$ cat src/rtl/dbg_scan_tap_pkg.sv
package dbg_scan_tap_pkg;

  typedef enum logic [3:0] {
    TS_RESET, TS_IDLE, TS_SEL_DR, TS_CAP_DR, TS_SHIFT_DR, TS_EXIT1_DR, TS_PAUSE_DR, TS_EXIT2_DR,
    TS_UPD_DR, TS_SEL_IR, TS_CAP_IR, TS_SHIFT_IR, TS_EXIT1_IR, TS_PAUSE_IR, TS_EXIT2_IR, TS_UPD_IR
  } tap_st_e;

  localparam int unsigned IR_W = 5;
  localparam logic [IR_W-1:0] INS_ID  = 5'h01;
  localparam logic [IR_W-1:0] INS_CTL = 5'h10;
  localparam logic [IR_W-1:0] INS_ACC = 5'h11;
  localparam logic [IR_W-1:0] IR_CAP  = 5'b00001;

  function automatic tap_st_e tap_next(tap_st_e s, logic tms);
    unique case (s)
      TS_RESET:    return tms ? TS_RESET    : TS_IDLE;
      TS_IDLE:     return tms ? TS_SEL_DR   : TS_IDLE;
      TS_SEL_DR:   return tms ? TS_SEL_IR   : TS_CAP_DR;
      TS_CAP_DR:   return tms ? TS_EXIT1_DR : TS_SHIFT_DR;
      TS_SHIFT_DR: return tms ? TS_EXIT1_DR : TS_SHIFT_DR;
      TS_EXIT1_DR: return tms ? TS_UPD_DR   : TS_PAUSE_DR;
      TS_PAUSE_DR: return tms ? TS_EXIT2_DR : TS_PAUSE_DR;
      TS_EXIT2_DR: return tms ? TS_UPD_DR   : TS_SHIFT_DR;
      TS_UPD_DR:   return tms ? TS_SEL_DR   : TS_IDLE;
      TS_SEL_IR:   return tms ? TS_RESET    : TS_CAP_IR;
      TS_CAP_IR:   return tms ? TS_EXIT1_IR : TS_SHIFT_IR;
      TS_SHIFT_IR: return tms ? TS_EXIT1_IR : TS_SHIFT_IR;
      TS_EXIT1_IR: return tms ? TS_UPD_IR   : TS_PAUSE_IR;
      TS_PAUSE_IR: return tms ? TS_EXIT2_IR : TS_PAUSE_IR;
      TS_EXIT2_IR: return tms ? TS_UPD_IR   : TS_SHIFT_IR;
      default:     return tms ? TS_SEL_DR   : TS_IDLE;
    endcase
  endfunction

endpackage

$ cat src/rtl/dbg_scan_tap_fsm.sv
module dbg_scan_tap_fsm
  import dbg_scan_tap_pkg::*;
(
  input  logic    tck_i,
  input  logic    rst_ni,
  input  logic    tms_i,
  output tap_st_e st_o
);

  always_ff @(posedge tck_i or negedge rst_ni) begin
    if (!rst_ni) st_o <= TS_RESET;
    else         st_o <= tap_next(st_o, tms_i);
  end

endmodule

$ cat src/rtl/dbg_scan_tap_ir.sv
module dbg_scan_tap_ir
  import dbg_scan_tap_pkg::*;
(
  input  logic            tck_i,
  input  logic            rst_ni,
  input  tap_st_e         st_i,
  input  logic            tdi_i,
  output logic [IR_W-1:0] ir_o,
  output logic            lsb_o
);

  logic [IR_W-1:0] sr_q;

  always_ff @(posedge tck_i or negedge rst_ni) begin
    if (!rst_ni) begin
      sr_q <= IR_CAP;
      ir_o <= INS_ID;
    end else begin
      unique case (st_i)
        TS_CAP_IR:   sr_q <= IR_CAP;
        TS_SHIFT_IR: sr_q <= {tdi_i, sr_q[IR_W-1:1]};
        default:     ;
      endcase
      if (st_i == TS_RESET)       ir_o <= INS_ID;
      else if (st_i == TS_UPD_IR) ir_o <= sr_q;
    end
  end

  assign lsb_o = sr_q[0];

endmodule

$ cat src/rtl/dbg_scan_tap_dr.sv
module dbg_scan_tap_dr
  import dbg_scan_tap_pkg::*;
#(
  parameter int unsigned ABITS  = 7,
  parameter logic [31:0] IDCODE = 32'h1000_0A5F,
  localparam int unsigned DW    = ABITS + 34,
  localparam int unsigned SRW   = (DW > 32) ? DW : 32,
  localparam int unsigned LW    = $clog2(SRW + 1)
) (
  input  logic            tck_i,
  input  logic            rst_ni,
  input  tap_st_e         st_i,
  input  logic [IR_W-1:0] ir_i,
  input  logic            tdi_i,
  input  logic [DW-1:0]   rsp_word_i,
  output logic            lsb_o,
  output logic [LW-1:0]   len_o,
  output logic            upd_o,
  output logic [DW-1:0]   word_o
);

  localparam logic [31:0] ID_WORD  = {IDCODE[31:1], 1'b1};
  localparam logic [31:0] CTL_WORD = {15'd0, 1'b0, 1'b0, 3'd0, 2'd0, 6'(ABITS), 4'd1};

  logic [SRW-1:0] sr_q, cap_val, shf_val;
  logic [LW-1:0]  cap_len;

  always_comb begin
    cap_val = '0;
    unique case (ir_i)
      INS_ID:  begin cap_val[31:0]   = ID_WORD;    cap_len = LW'(32); end
      INS_CTL: begin cap_val[31:0]   = CTL_WORD;   cap_len = LW'(32); end
      INS_ACC: begin cap_val[DW-1:0] = rsp_word_i; cap_len = LW'(DW); end
      default: cap_len = LW'(1);
    endcase
  end

  // TDI enters at the top of the active length
  always_comb begin
    shf_val = sr_q >> 1;
    for (int i = 0; i < SRW; i++)
      if (i == int'(len_o) - 1) shf_val[i] = tdi_i;
  end

  always_ff @(posedge tck_i or negedge rst_ni) begin
    if (!rst_ni) begin
      sr_q  <= '0;
      len_o <= LW'(32);
    end else if (st_i == TS_CAP_DR) begin
      sr_q  <= cap_val;
      len_o <= cap_len;
    end else if (st_i == TS_SHIFT_DR) begin
      sr_q  <= shf_val;
    end
  end

  assign lsb_o  = sr_q[0];
  assign upd_o  = (st_i == TS_UPD_DR) && (ir_i == INS_ACC);
  assign word_o = sr_q[DW-1:0];

endmodule

$ cat src/rtl/dbg_scan_tap.sv
module dbg_scan_tap
  import dbg_scan_tap_pkg::*;
#(
  parameter int unsigned ABITS  = 7,
  parameter logic [31:0] IDCODE = 32'h1000_0A5F
) (
  input  logic              tck_i,
  input  logic              rst_ni,
  input  logic              tms_i,
  input  logic              tdi_i,
  input  logic [ABITS+33:0] rsp_word_i,
  output logic              tdo_o,
  output logic              upd_o,
  output logic [ABITS+33:0] upd_word_o
);

  localparam int unsigned DW  = ABITS + 34;
  localparam int unsigned SRW = (DW > 32) ? DW : 32;
  localparam int unsigned LW  = $clog2(SRW + 1);

  tap_st_e         st_q;
  logic [IR_W-1:0] ir_q;
  logic            ir_lsb, dr_lsb;
  logic [LW-1:0]   dr_len;

  dbg_scan_tap_fsm u_fsm (
    .tck_i, .rst_ni, .tms_i, .st_o(st_q)
  );

  dbg_scan_tap_ir u_ir (
    .tck_i, .rst_ni, .st_i(st_q), .tdi_i, .ir_o(ir_q), .lsb_o(ir_lsb)
  );

  dbg_scan_tap_dr #(.ABITS(ABITS), .IDCODE(IDCODE)) u_dr (
    .tck_i, .rst_ni, .st_i(st_q), .ir_i(ir_q), .tdi_i, .rsp_word_i,
    .lsb_o(dr_lsb), .len_o(dr_len), .upd_o, .word_o(upd_word_o)
  );

  always_ff @(negedge tck_i or negedge rst_ni) begin
    if (!rst_ni) tdo_o <= 1'b0;
    else begin
      unique case (st_q)
        TS_SHIFT_DR: tdo_o <= dr_lsb;
        TS_SHIFT_IR: tdo_o <= ir_lsb;
        default:     tdo_o <= 1'b0;
      endcase
    end
  end

endmodule

$ cat config.mk
export PLATFORM = sky130hd
export DESIGN_NAME = dbg_scan_tap
export DESIGN_NICKNAME = d
export VERILOG_FILES = /design/src/rtl/dbg_scan_tap_pkg.sv /design/src/rtl/dbg_scan_tap_fsm.sv /design/src/rtl/dbg_scan_tap_ir.sv /design/src/rtl/dbg_scan_tap_dr.sv /design/src/rtl/dbg_scan_tap.sv
export SDC_FILE = /design/constraint.sdc
export NUM_CORES = 1
export LEC_CHECK = 0
export ABC_AREA = 1
export BUFFER_PORTS_ARGS = -buffer_cell sky130_fd_sc_hd__buf_2
export CAP_MARGIN = 10
export CORE_AREA = 2 2 97 99
export DETAILED_ROUTE_END_ITERATION = 8
export DIE_AREA = 0 0 99 101
export GPL_ROUTABILITY_DRIVEN = 0
export PLACE_DENSITY = 0.58
export SYNTH_ARGS = -nofsm -noshare
export SYNTH_HDL_FRONTEND = slang
export SYNTH_SLANG_ARGS = --single-unit
$ cat constraint.sdc
create_clock -name tck_i -period 2.9 [get_ports tck_i]
set_input_delay 0.29 -clock tck_i [delete_from_list [all_inputs] [get_ports tck_i]]
set_output_delay 0.29 -clock tck_i [all_outputs]
set_load 0.05 [all_outputs]
==> impl_metrics.py, run 1 <==
metrics = {
    "worst_setup_path": {
        "required_ns": 2.61,
        "crit_arrival_ns": 2.40,
        "r2r_start": "u_fsm.st_o[1]",
        "critPathSlowestCell": "dfrtn_1",
        "max_stage_delay_ns": 0.38,
        "crit_fanout": 1,
        "setup.worst_path.start_class": "flop",
        "crit_chain": "buf_2",
        "worstSetupPathType": "flop to primary output",
        "end_kind": "primary output",
        "critPathTopFamily": "flip-flops",
        "crit_buf_inv": 1,
        "crit_path_start": "tdo_o",
    },
    "finish": {
        "antenna_cells": 0,
        "final_core_util_pct": 42.52,
        "layout-drive-gt1-share_pct": 24.40,
        "nets": 541,
        "area_growth_pct": 24.38,
    },
    "synth": {
        "yosys.area.top_type": "dfrtp_1",
        "syn_nets": 453,
        "ys.warnings.count": 0,
        "synth_common_cells": "nand2_1, nor2_1, dfrtp_1",
        "synthTopCellsByArea": "dfrtp_1, nand2_1, nor2_1",
        "ys.flop_type": "dfrtp_1",
        "ys_types": 31,
        "async_reset_ff_share_pct": 100.0,
        "synthMostInstantiatedCell": "nand2_1",
        "avgSynthCellArea_um2": 7.523,
        "yosysSeqAreaShare_pct": 48.23,
        "synth-seq-cells": 59,
        "syn_inst": 408,
        "synth_edf_count": 0,
        "syn-cell-area_mm2": 0.003069,
        "synth_top_area_share_pct": 44.84,
    },
    "sta": {
        "finalMaxSlewViolations": 0,
        "hold_ws_ns": 0.1589,
        "setup-violations-final": 0,
        "finalHoldViolCount": 0,
        "worst_pin_slew_ns": 0.7683,
        "finalClockSkew_ns": 0.01105,
        "tns_ns": 0,
        "slew_headroom_pct": 48.78,
        "rsz0062_at_grt": "no",
    },
    "power": {
        "sequentialPowerShare_pct": 29.0,
        "ir_drop_mv": 0.9089,
        "internal_power_mw": 2.512,
        "switchingPower_mw": 2.829,
        "power_density_mw_per_mm2": 1399,
        "clockPowerShare_pct": 16.2,
        "switching_share_pct": 52.97,
        "combPwrFrac_pct": 54.8,
        "power_leakage_nw": 1.932,
    },
    "outcome": {
        "outcome": "complete, no violations",
    },
    "drt": {
        "vias_per_cell": 4.941,
        "num_vias": 3019,
        "antenna_left": 0,
        "wl_mm": 8.745,
        "dr.pass1.iters": 4,
        "drtIter0Drc": 132,
        "routedWlPerCell_um": 14.31,
        "drcViolationCount": 0,
    },
    "global_routing": {
        "grt_usage_pct": 17.92,
        "grt_pass1_vias": 2876,
        "grt_overflow": 0,
        "antenna_found_initial": 0,
        "grt_pass1_wl_mm": 14.32,
        "grt_max_degree": 59,
    },
    "cts": {
        "htreeDepth": 3,
        "cts_resized": 0,
        "cts_hold_buffers": 0,
        "cts_setup_buffers": 0,
        "cts_made_buffers": 9,
        "insertion_delay_ns": 0.33,
        "clk_pin_slew_ns": 0.06,
        "clock_path_buffers": 2,
        "cts_tree": "done",
        "clock-root-buffer": "clkbuf_8",
        "cts_sinks": 59,
    },
    "place": {
        "io_buffers": 87,
        "dp_hpwl_mm": 6.124,
    },
    "floorplanning": {
        "ios": 88,
        "coreArea_mm2": 0.008977,
        "die_area_mm2": 0.009999,
        "rows": 35,
        "initial_core_util_pct": 34.19,
        "die_h_um": 101,
        "die_w_um": 99,
    },
    "run": {
        "cap_viol_max_count": 0,
    },
    "hold_path": {
        "hold_path.class": "input port to asynchronous set/reset pin",
    },
}
[sequential cells by signal (all words and copies together), names as in the netlist]
| register | cells |
|---|---|
| tdo_o | 1 |
| u_dr.len_o | 3 |
| u_dr.word_o | 41 |
| u_ir.ir_o | 5 |
| u_ir.sr_q | 5 |
| u_fsm.st_o | 4 |
[metrics by stage]
step	std cells	power, mW	instance area, um2	setup WS (ns)
final	611	5.341	3817	0.2145
after global routing	611	5.771	3817	0.1741
after CTS	611	5.376	3817	0.2031
after detailed placement	596	4.498	3592	0.3838
after global placement	596	4.458	3592	0.4193
after floorplan	408	3.776	3069	0.4292
[cell families (layout without fill, tap and decap cells)]
logic type             count (synthesis)  after routing  synth area share (%)
AO/OA/AOI/OAI                         84             84                 14.76
buffers and inverters                 45            137                 6.563
AND/OR/NAND/NOR                      220            220                 30.45
flip-flops                            59             59                 48.23
[per-layer routing]
metal	vias up	global-route usage (%)	share of wire [%]
met5	-	0	0
met2	87	26.51	45
met1	1411	25.98	47
met4	0	4.531	1.3
met3	9	4.924	6.9
li1	1512	-	-
[path summary, 6_finish.rpt]
check,end,slack [ns],cells past startpoint
max in group asynchronous,tdo_o,1.68,1
setup reg to reg,tdo_o,0.36,4
hold / removal,u_fsm.st_o[2],0.16,2
min in group tck_i,u_dr.word_o[11],0.18,3
hold reg to reg,u_ir.ir_o[2],0.48,2
setup / recovery,tdo_o,0.21,1
[layout by cell type, fill, tap and decap left out, types with 3 or more instances in the layout]
cell type	n
buf_4	5
o21ai_0	33
o22ai_1	9
inv_2	3
buf_2	87
a21oi_1	30
nor2_1	60
dfstp_2	3
nand4_1	4
inv_1	27
clkbuf_8	11
nand3_1	32
o21ai_1	5
dfrtp_1	55
nand2_1	114
[power by group through the flow]
| stage | sequential (mW) | clock (mW) | combinational [mW] |
|---|---|---|---|
| floorplan | 2.50 | 0 | 1.28 |
| global placement | 1.55 | 0 | 2.91 |
| detailed placement | 1.57 | 0 | 2.93 |
| CTS | 1.55 | 0.879 | 2.94 |
| global route | 1.61 | 0.917 | 3.24 |
| finish | 1.55 | 0.865 | 2.93 |
[final cells by class]
class	instances	area [um2]
Fill cell	929	5160
Sequential cell	59	1480
Multi-Input combinational cell	304	1388
Timing Repair Buffer	92	473.0
Clock buffer	11	151.4
Tap cell	111	138.9
Inverter	30	112.6
Clock inverter	4	73.82
Note: power is estimated with default switching activity, not from simulation.
==> run 2: changes to the inputs <==
--- a/config.mk
+++ b/config.mk
@@ -6,13 +6,14 @@
 export NUM_CORES = 1
 export LEC_CHECK = 0
 export ABC_AREA = 1
-export BUFFER_PORTS_ARGS = -buffer_cell sky130_fd_sc_hd__buf_2
 export CAP_MARGIN = 10
-export CORE_AREA = 2 2 97 99
+export CORE_AREA = 2 2 74 76
 export DETAILED_ROUTE_END_ITERATION = 8
-export DIE_AREA = 0 0 99 101
+export DIE_AREA = 0 0 76 78
+export DONT_BUFFER_PORTS = 1
 export GPL_ROUTABILITY_DRIVEN = 0
-export PLACE_DENSITY = 0.58
+export PLACE_DENSITY = 0.77
+export REMOVE_ABC_BUFFERS = 1
 export SYNTH_ARGS = -nofsm -noshare
 export SYNTH_HDL_FRONTEND = slang
 export SYNTH_SLANG_ARGS = --single-unit
==> impl_metrics.py, run 2 (synthesized netlist as in run 1, its figures left out) <==
metrics = {
    "outcome": {
        "outcome": "complete, no violations",
    },
    "cts": {
        "cts_sinks": 59,
        "clk_pin_slew_ns": 0.07,
        "clock-root-buffer": "clkbuf_8",
        "cts_tree": "done",
        "htreeDepth": 3,
        "cts_resized": 0,
        "cts_made_buffers": 9,
        "clock_path_buffers": 2,
        "cts_setup_buffers": 0,
        "insertion_delay_ns": 0.33,
    },
    "sta": {
        "worst_pin_slew_ns": 0.5677,
        "finalHoldViolCount": 0,
        "tns_ns": 0,
        "rsz0062_at_grt": "no",
        "finalMaxSlewViolations": 0,
        "worst_slack_ns": 0.1679,
        "setup-violations-final": 0,
        "finalClockSkew_ns": 0.007495,
        "hold_ws_ns": 0.08997,
        "slew_headroom_pct": 62.15,
    },
    "finish": {
        "antenna_cells": 0,
        "post-route-cell-area_mm2": 0.003331,
        "layout_commonest_cell": "nand2_1",
        "layout-drive-gt1-share_pct": 8.413,
        "multiInputGateArea_mm2": 0.001388,
        "final_core_util_pct": 66.05,
        "nets": 457,
        "layout_common_cells": "nand2_1, nor2_1, dfrtp_1, o21ai_0, nand3_1",
        "seqCellArea_mm2": 0.001480,
        "nFillCells": 458,
        "largest_reg_flops": 41,
        "final_cells": 486,
        "area_growth_pct": 8.520,
    },
    "global_routing": {
        "grt_usage_pct": 27.33,
        "grt_overflow": 0,
        "grt_pass1_wl_mm": 12.84,
        "grt_pass1_vias": 2751,
        "antenna_found_initial": 0,
        "grt_max_degree": 59,
    },
    "hold_path": {
        "whs_path_depth": 2,
        "hold_path.class": "input port to flop",
    },
    "drt": {
        "routedWlPerCell_um": 15.85,
        "drtIter0Drc": 288,
        "antenna_left": 0,
        "num_vias": 2785,
        "vias_per_cell": 5.730,
        "dr.pass1.iters": 5,
        "wl_mm": 7.703,
        "drcViolationCount": 0,
    },
    "worst_setup_path": {
        "worst-path-stages": 0,
        "worstSetupPathType": "flop to primary output",
        "setup.worst_path.start_class": "flop",
        "end_kind": "primary output",
        "ff2ff_setup_slack_ns": 0.34,
        "crit_fanout": 1,
        "rr_worst_depth": 4,
        "crit_arrival_ns": 2.44,
        "required_ns": 2.61,
    },
    "place": {
        "dp_hpwl_mm": 5.227,
        "dp_cells": 469,
        "post_dp_cell_area_mm2": 0.003113,
        "io_buffers": 0,
        "pre_cts_ws_ns": 0.3893,
    },
    "run": {
        "cap_viol_max_count": 0,
    },
    "floorplanning": {
        "die_w_um": 76,
        "die_h_um": 78,
        "rows": 26,
        "die_area_mm2": 0.005928,
        "initial_core_util_pct": 60.87,
        "ios": 88,
        "coreArea_mm2": 0.005042,
    },
    "power": {
        "power_leakage_nw": 1.585,
        "ir_drop_mv": 0.7942,
        "power_mw": 4.876,
        "power_density_mw_per_mm2": 1464,
    },
}
[run 2: path summary, 6_finish.rpt]
check | start | endpoint
setup / recovery | tdo_o | tdo_o
hold / removal | rsp_word_i[14] | u_dr.word_o[14]
setup reg to reg | u_fsm.st_o[1] | tdo_o
hold reg to reg | u_ir.ir_o[2] | u_ir.ir_o[2]
max in group asynchronous | rst_ni | tdo_o
min in group asynchronous | rst_ni | u_dr.word_o[0]
[run 2: repair_timing]
action,4_1_cts,5_1_grt
setup endpoints to repair,0,0
hold endpoints to repair,58,0
hold buffers,2,0
[run 2: report_power, final]
part,internal (mW),switching (mW)
logic,0.550,1.04
clock network,0.377,0.310
registers,1.21,1.38
total,2.14,2.74
[run 2: metal layers]
| metal | up-vias | track usage, % | part of all wire [%] |
|---|---|---|---|
| met1 | 1303 | 34.28 | 42 |
| met2 | 122 | 43.57 | 47 |
| met4 | 0 | 12.18 | 2.1 |
| met3 | 16 | 8.837 | 9.2 |
| li1 | 1344 | - | - |
| met5 | - | 0 | 0 |
[run 2: final cells by class]
type	count	area share [%]
clock buffers	14	5.184
clock inverters	1	0.2254
inverters	30	3.381
multi-input cells	304	41.66
flip-flops and latches	59	44.44
well taps	70	2.630
repair buffers	8	2.479
